===== config.mk =====
export PLATFORM = sky130hd
export DESIGN_NAME = rt_lpm_lookup
export DESIGN_NICKNAME = d
export VERILOG_FILES = /design/src/rtl/rt_lpm_pkg.sv /design/src/rtl/rt_lpm_store.sv /design/src/rtl/rt_lpm_prio.sv /design/src/rtl/rt_lpm_lookup.sv
export SDC_FILE = /design/constraint.sdc
export NUM_CORES = 2
export LEC_CHECK = 0
export CAP_MARGIN = 10
export CORE_MARGIN = 3
export CORE_UTILIZATION = 27
export DETAILED_ROUTE_END_ITERATION = 12
export GPL_ROUTABILITY_DRIVEN = 0
export SYNTH_ARGS = -nofsm -noshare
export SYNTH_HDL_FRONTEND = slang
export SYNTH_SLANG_ARGS = --single-unit

===== constraint.sdc =====
create_clock -name clk -period 4.22 [get_ports clk]
set_input_delay 0.422 -clock clk [delete_from_list [all_inputs] [get_ports clk]]
set_output_delay 0.422 -clock clk [all_outputs]
set_load 0.02 [all_outputs]

===== src/rtl/rt_lpm_pkg.sv =====
package rt_lpm_pkg;
  typedef enum logic [1:0] {
    RK_HIT    = 2'd0,
    RK_PUNT   = 2'd1,
    RK_BYPASS = 2'd2
  } route_kind_e;
endpackage


===== src/rtl/rt_lpm_store.sv =====
module rt_lpm_store #(
  parameter int ENTRIES = 64,
  parameter int VR_W    = 2,
  parameter int ADDR_W  = 32,
  localparam int IDX_W  = $clog2(ENTRIES),
  localparam int LEN_W  = $clog2(ADDR_W + 1)
) (
  input  logic               clk,
  input  logic               rst_n,
  input  logic               wr_en,
  input  logic [IDX_W-1:0]   wr_idx,
  input  logic               wr_valid,
  input  logic [VR_W-1:0]    wr_vr,
  input  logic [ADDR_W-1:0]  wr_prefix,
  input  logic [LEN_W-1:0]   wr_len,
  input  logic [VR_W-1:0]    key_vr,
  input  logic [ADDR_W-1:0]  key_addr,
  output logic [ENTRIES-1:0] hit_vec
);
  // Mask with the top 'len' bits set; lengths beyond ADDR_W saturate.
  function automatic logic [ADDR_W-1:0] len_to_mask(input logic [LEN_W-1:0] len);
    logic [ADDR_W-1:0] m;
    for (int b = 0; b < ADDR_W; b++) begin
      m[b] = ((b + int'(len)) >= ADDR_W);
    end
    return m;
  endfunction

  logic [ADDR_W-1:0] wr_mask;

  always_comb begin
    wr_mask = len_to_mask(wr_len);
  end

  for (genvar g = 0; g < ENTRIES; g++) begin : g_ent
    logic              ent_vld;
    logic [VR_W-1:0]   ent_vr;
    logic [ADDR_W-1:0] ent_pfx;
    logic [ADDR_W-1:0] ent_mask;
    logic              ent_we;

    always_comb begin
      ent_we = wr_en && (wr_idx == IDX_W'(g));
    end

    always_ff @(posedge clk or negedge rst_n) begin
      if (!rst_n) begin
        ent_vld <= 1'b0;
      end else if (ent_we) begin
        ent_vld <= wr_valid;
      end
    end

    always_ff @(posedge clk) begin
      if (ent_we) begin
        ent_vr   <= wr_vr;
        ent_pfx  <= wr_prefix;
        ent_mask <= wr_mask;
      end
    end

    always_comb begin
      hit_vec[g] = ent_vld && (ent_vr == key_vr) &&
                   (((key_addr ^ ent_pfx) & ent_mask) == '0);
    end
  end
endmodule


===== src/rtl/rt_lpm_prio.sv =====
module rt_lpm_prio #(
  parameter int WIDTH  = 64,
  localparam int IDX_W = $clog2(WIDTH)
) (
  input  logic [WIDTH-1:0] req_vec,
  output logic             found,
  output logic [IDX_W-1:0] win_idx
);
  always_comb begin
    found   = 1'b0;
    win_idx = '0;
    for (int i = 0; i < WIDTH; i++) begin
      if (!found && req_vec[i]) begin
        found   = 1'b1;
        win_idx = IDX_W'(i);
      end
    end
  end
endmodule


===== src/rtl/rt_lpm_lookup.sv =====
module rt_lpm_lookup #(
  parameter int ENTRIES  = 64,
  parameter int VR_W     = 2,
  parameter int ADDR_W   = 32,
  localparam int NUM_VR  = 1 << VR_W,
  localparam int IDX_W   = $clog2(ENTRIES),
  localparam int LEN_W   = $clog2(ADDR_W + 1)
) (
  input  logic              clk,
  input  logic              rst_n,
  input  logic              wr_en,
  input  logic [IDX_W-1:0]  wr_idx,
  input  logic              wr_valid,
  input  logic [VR_W-1:0]   wr_vr,
  input  logic [ADDR_W-1:0] wr_prefix,
  input  logic [LEN_W-1:0]  wr_len,
  input  logic [NUM_VR-1:0] bypass_mask,
  input  logic              req_valid,
  input  logic [VR_W-1:0]   req_vr,
  input  logic              req_is_ip,
  input  logic [ADDR_W-1:0] req_dst,
  output logic              rsp_valid,
  output logic [1:0]        rsp_kind,
  output logic [IDX_W-1:0]  rsp_nh_idx
);
  import rt_lpm_pkg::*;

  logic [ENTRIES-1:0] hit_vec;
  logic               req_bypass;

  logic               s1_valid;
  logic [ENTRIES-1:0] s1_hits;
  logic               s1_bypass;

  logic               win_found;
  logic [IDX_W-1:0]   win_idx;

  route_kind_e        kind_d;
  logic [IDX_W-1:0]   nh_d;

  rt_lpm_store #(
    .ENTRIES (ENTRIES),
    .VR_W    (VR_W),
    .ADDR_W  (ADDR_W)
  ) u_store (
    .clk       (clk),
    .rst_n     (rst_n),
    .wr_en     (wr_en),
    .wr_idx    (wr_idx),
    .wr_valid  (wr_valid),
    .wr_vr     (wr_vr),
    .wr_prefix (wr_prefix),
    .wr_len    (wr_len),
    .key_vr    (req_vr),
    .key_addr  (req_dst),
    .hit_vec   (hit_vec)
  );

  // Stage 1: capture the match vector and the bypass decision.
  always_comb begin
    req_bypass = !req_is_ip || bypass_mask[req_vr];
  end

  always_ff @(posedge clk or negedge rst_n) begin
    if (!rst_n) begin
      s1_valid  <= 1'b0;
      s1_hits   <= '0;
      s1_bypass <= 1'b0;
    end else begin
      s1_valid <= req_valid;
      if (req_valid) begin
        s1_hits   <= hit_vec;
        s1_bypass <= req_bypass;
      end
    end
  end

  // Stage 2: pick the lowest-indexed hit and form the result.
  rt_lpm_prio #(
    .WIDTH (ENTRIES)
  ) u_prio (
    .req_vec (s1_hits),
    .found   (win_found),
    .win_idx (win_idx)
  );

  always_comb begin
    if (s1_bypass) begin
      kind_d = RK_BYPASS;
      nh_d   = '0;
    end else if (win_found) begin
      kind_d = RK_HIT;
      nh_d   = win_idx;
    end else begin
      kind_d = RK_PUNT;
      nh_d   = '0;
    end
  end

  always_ff @(posedge clk or negedge rst_n) begin
    if (!rst_n) begin
      rsp_valid  <= 1'b0;
      rsp_kind   <= RK_PUNT;
      rsp_nh_idx <= '0;
    end else begin
      rsp_valid <= s1_valid;
      if (s1_valid) begin
        rsp_kind   <= kind_d;
        rsp_nh_idx <= nh_d;
      end
    end
  end
endmodule


# Word-level counts from Yosys, hierarchy flattened
# Cells that the tools add are included.
# word_totals
output_inout_bits,9
wordCells,1099
in_bits,90
register_bits,4363
# classes
eq_ne,127
bitwise_logic,128
add_sub_neg,31
n_reduce_logical,385
n_lt_le_gt_ge,33
n_mux,133
# op_table
operator,count
32-bit AND,64
32-bit zero test,64
32-bit XOR,64
"32-bit by 7-bit greater-or-equal comparator with 1-bit output, second input constant",31
1-bit logical AND,255
6-bit two-way mux,34
"6-bit == test, second input constant",32
2-bit == test,64
"5-bit by 6-bit adder with 7-bit output, first input constant",16
"6-bit by 5-bit == test with 1-bit output, second input constant",16
5-bit two-way mux,16
1-bit two-way mux,67
1-bit zero test,64
"4-bit by 6-bit adder with 7-bit output, first input constant",8
"6-bit by 4-bit == test with 1-bit output, second input constant",8
4-bit two-way mux,8
"3-bit by 6-bit adder with 7-bit output, first input constant",4
"6-bit by 3-bit == test with 1-bit output, second input constant",4
"2-bit by 6-bit adder with 7-bit output, first input constant",2
"6-bit by 2-bit == test with 1-bit output, second input constant",2
3-bit two-way mux,4
"1-bit by 6-bit adder with 7-bit output, first input constant",1
"6-bit by 1-bit == test with 1-bit output, second input constant",1
"6-bit greater-or-equal comparator, second input constant",1
5 further kinds,7

# Depth between registers and ports, before layout
# logic_depth
ltp_word,192
ltp_mapped,7
ltp_nobuf,6

# Hierarchy
# A second synthesis with hierarchy kept.
# unflattened
hier_cells,8534
hier_area_um2,166576.0
# modules_own_cells
mod,area_each_um2,cells_per_inst,n_inst
rt_lpm_store,162881.2,8208,1
rt_lpm_lookup,2820.2,172,1
rt_lpm_prio,874.6,154,1

# Worst setup path before layout
# Ideal clock, no wire load.
# synth_timing
path_kind,input to register
from,in wr_len[3]
to,reg u_store.g_ent[0].ent_mask[3] (data pin)
stages,4
setup_slack_ps,-2652
arrival_ps,6148
path_cell_list,clkbuf_1 > nand2_1 > o21ai_0 > a21boi_0
# synth_between
elab_chain_cells,2
# synth_rtl
element,line,rtl
"start, declared",rt_lpm_lookup.sv:16,"input logic [LEN_W-1:0] wr_len,"
2-bit by 6-bit adder with 7-bit output,rt_lpm_store.sv:24,m[b] = ((b + int'(len)) >= ADDR_W);
32-bit by 7-bit greater-or-equal comparator with 1-bit output,rt_lpm_store.sv:24,
net u_store.wr_mask[3],rt_lpm_store.sv:29,logic [ADDR_W-1:0] wr_mask;
"end signal, assigned",rt_lpm_store.sv:58,ent_mask <= wr_mask;
"end, declared",rt_lpm_store.sv:39,logic [ADDR_W-1:0] ent_mask;
# The timed path passes the listed nets, and every way through them passes these cells.
# A chain may end at the register's enable or synchronous reset.

# Worst setup path in the final report
# layout_timing
from,reg s1_hits[45]
to,reg rsp_nh_idx[1]
# layout_between
elab_chain_cells,58
# layout_rtl
element,line,rtl
"start, declared",rt_lpm_lookup.sv:32,logic [ENTRIES-1:0] s1_hits;
"start signal, assigned",rt_lpm_lookup.sv:72,s1_hits <= hit_vec;
1-bit logical AND *,rt_lpm_prio.sv:13,if (!found && req_vec[i]) begin
1-bit two-way mux,rt_lpm_prio.sv:13,
1-bit zero test,rt_lpm_prio.sv:13,
1-bit logical AND,rt_lpm_prio.sv:13,
1-bit two-way mux,rt_lpm_prio.sv:13,
1-bit zero test,rt_lpm_prio.sv:13,
1-bit logical AND,rt_lpm_prio.sv:13,
1-bit two-way mux,rt_lpm_prio.sv:13,
[... 42 more ...],n/a,
1-bit zero test,rt_lpm_prio.sv:13,
1-bit logical AND,rt_lpm_prio.sv:13,
1-bit two-way mux,rt_lpm_prio.sv:13,
1-bit zero test,rt_lpm_prio.sv:13,
1-bit logical AND,rt_lpm_prio.sv:13,
6-bit two-way mux or 1-bit two-way mux (tied branches),rt_lpm_prio.sv:13,
6-bit two-way mux *,rt_lpm_lookup.sv:91,end else if (win_found) begin
6-bit two-way mux *,rt_lpm_lookup.sv:88,if (s1_bypass) begin
"end signal, assigned",rt_lpm_lookup.sv:109,rsp_nh_idx <= nh_d;
"end, declared",rt_lpm_lookup.sv:24,output logic [IDX_W-1:0] rsp_nh_idx
# Mark *: on every way between the ends. The rest lies on a longest branch, timed or not.

==> metrics.yaml <==
peakVddDrop_uv: 431
power_w: 0.0887
rows: 285
final_area_um2: 193000
fp.coreArea_um2: 604000
async_flop_share_pct: 3.19
crit_required_ps: 5050
intPower_w: 0.0689
grtUsageMet1_pct: 21.0
max_slew_margin_pct: 20.1
cp.arrival_ps: 3810
pwr-share-clk_pct: 40.7
synth_top_area_share_pct: 77.4
worstSetupPathType: "flop to flop"
report.final.slew_viol_count: 0
grt_overflow: 0
combPwrFrac_pct: 5.1
clockBufferDepth: 4
layout_common_cells: "edfxtp_1, xor2_1, a221oi_1"
met3_usage_pct: 2.18
fin_nets: 9413
period_share_pct: 70.6
die-area_um2: 616000
syn-cell-area_um2: 164000
grt_use_met2_pct: 24.9
hold_path.class: "input pin to flop"
swShare_pct: 22.3
floorplan.initialDensity_pct: 27.1
synth_cell_type_count: 54
hpwl_mm: 287
switchingPower_w: 0.0197
fmax_mhz: 336
via_count: 84500
finalCoreUtilization_pct: 32.0
crit_path_max_fanout: 6
htree_levels: 5
wl_per_cell_um: 27.5
clk_pin_slew_ps: 60
drive_above_1_share_pct: 13.1
ys_ff_latch: 4363
worst_setup_path_end_kind: "flop"
tritoncts: "built"
dp.cells: 16900
yosysWarningCount: 0
startpoint_type: "flop"
fin_cells: 17700
grt_setup_unrepaired: "no"
synthTopCellsByArea: "edfxtp_1, xor2_1, a221oi_1"
grt_max_degree: 79
cap_violations: 0
cts.sinks: 4363
io_buffers: 98
antenna_found_initial: 81
antenna_left: 0
ys_seq_area_share_pct: 79.5
area_growth_pct: 17.7
dr.pass1.iters: 6
die_x_um: 785
synth_edf_count: 4224
drt_iter0_drc: 12900
grt_use_total_pct: 15.2
vias_per_cell: 4.76
synth_cells: 8593
postPlaceCellArea_um2: 180000
avgSynthCellArea_um2: 19.1
wirelength_mm: 488
grt_pass1_vias: 81400
seq_power_share_pct: 54.2
finalHoldViolations: 0
yosysTopAreaCell: "edfxtp_1"
clock_skew_ps: 110
powerDensity_nw_per_um2: 460
final_common_cell: "edfxtp_1"
clk-insertion-delay-late_ps: 1050
layout_min_cycle_time_ps: 2980
worstMarginPinSlew_ps: 1200
ys.flop_type: "edfxtp_1"
status: "finished, final reports clean"
root_buffer: "clkbuf_16"
hold_slack_ps: 45.5
io_pins: 99
drc_errors: 0
fillers: 57500
fp.dieH_um: 785
setup_viol: 0
syn_nets: 8683
post_cts_resized: 0
numCtsBuffers: 411
grt-busiest-layer: "met2"
p_leak_nw: 65.6
grt_pass1_wl_mm: 663
[power groups by stage]
stage | logic (W) | clock network (W) | registers (W)
after floorplan | 0.00185 | 0 | 0.0490
after global placement | 0.00449 | 0 | 0.0489
after detailed placement | 0.00450 | 0 | 0.0489
after CTS | 0.00455 | 0.0367 | 0.0480
after global routing | 0.00472 | 0.0383 | 0.0480
final | 0.00454 | 0.0361 | 0.0480
[cell type report]
type                            instances  area, um2  area share [%]
Clock buffer                          552      11000            5.72
Timing Repair Buffer                  589       6230            3.23
Multi-Input combinational cell       3884      33000            17.1
Sequential cell                      4363     130000            67.6
Clock inverter                        212       1980            1.02
Antenna cell                           21       52.6          0.0272
Tap cell                             8036      10100            5.21
Inverter                               74        288           0.149
[repair_timing]
item | in CTS | in global routing
setup buffers | 0 | 0
hold buffers | 27 | 0
hold endpoints to repair | 336 | 0
endpoints found under the setup margin | 0 | 0
[through the flow]
step	setup slack (ps)	setup TNS, ps
2_1_floorplan	-483	-291400
3_3_place_gp	578	0
3_5_place_dp	590	0
4_1_cts	1370	0
5_1_grt	1200	0
6_report	1240	0
[cells in the mapped netlist, types with 4 or more instances]
cell and count:
buf_2 36, nor2b_1 5, a21o_1 4, a21oi_1 13, nor4_1 16, dfrtp_1 138
nand2b_1 9, a31oi_1 4, clkbuf_1 134, xor2_1 2176, nand3_1 19, nor2_1 163
mux2_2 65, a22oi_1 129, o21ai_0 15, buf_1 102, or3_1 4, nand2_1 39
a22o_1 448, edfxtp_1 4224, o32ai_1 67, a32oi_1 4, nor3_1 14, a221oi_1 450
nand4_1 197, inv_1 74
[final timing paths]
path                                           startpoint                           end  slack, ps  cells past startpoint
worst max-delay path                          s1_hits[45]                 rsp_nh_idx[1]       1240                      6
worst min-delay path                         wr_prefix[2]  u_store.g_ent[50].ent_pfx[2]         50                      1
worst max register to register                s1_hits[45]                 rsp_nh_idx[1]       1240                      6
worst min register to register  u_store.g_ent[44].ent_vld                   s1_hits[44]        480                      2
max in group asynchronous                           rst_n                   s1_hits[55]       1910                      4
min in group asynchronous                           rst_n     u_store.g_ent[55].ent_vld        500                      3
[critical path, stage by stage (launching register included)]
cell and delay [ps]:
dfrtp_1 490, nor4_1 700, nand3_1 370, nor3_1 510, a41o_1 240, a31oi_1 60
or3_1 370
[layer usage]
metal	routed length, um	share of wire, %
met1	198000	41
met2	230000	47
met4	16700	3.4
met3	43000	8.8
met5	57	0.012
[sequential cells by signal (all words and copies together), names as in the netlist, 2 cells and up]
| name | count |
|---|---|
| rsp_kind | 2 |
| rsp_nh_idx | 6 |
| s1_hits | 64 |
| u_store.g_ent.ent_mask | 2048 |
| u_store.g_ent.ent_pfx | 2048 |
| u_store.g_ent.ent_vld | 64 |
| u_store.g_ent.ent_vr | 128 |
[cell families after synthesis]
family | count (synthesis) | synth area share (%)
multiplexers | 66 | 0.460
XOR/XNOR | 2176 | 11.6
flip-flops | 4363 | 79.5
AO/OA/AOI/OAI | 1160 | 6.03
AND/OR/NAND/NOR | 482 | 1.54
buffers and inverters | 346 | 0.820
(Power assumes the default switching activity.)
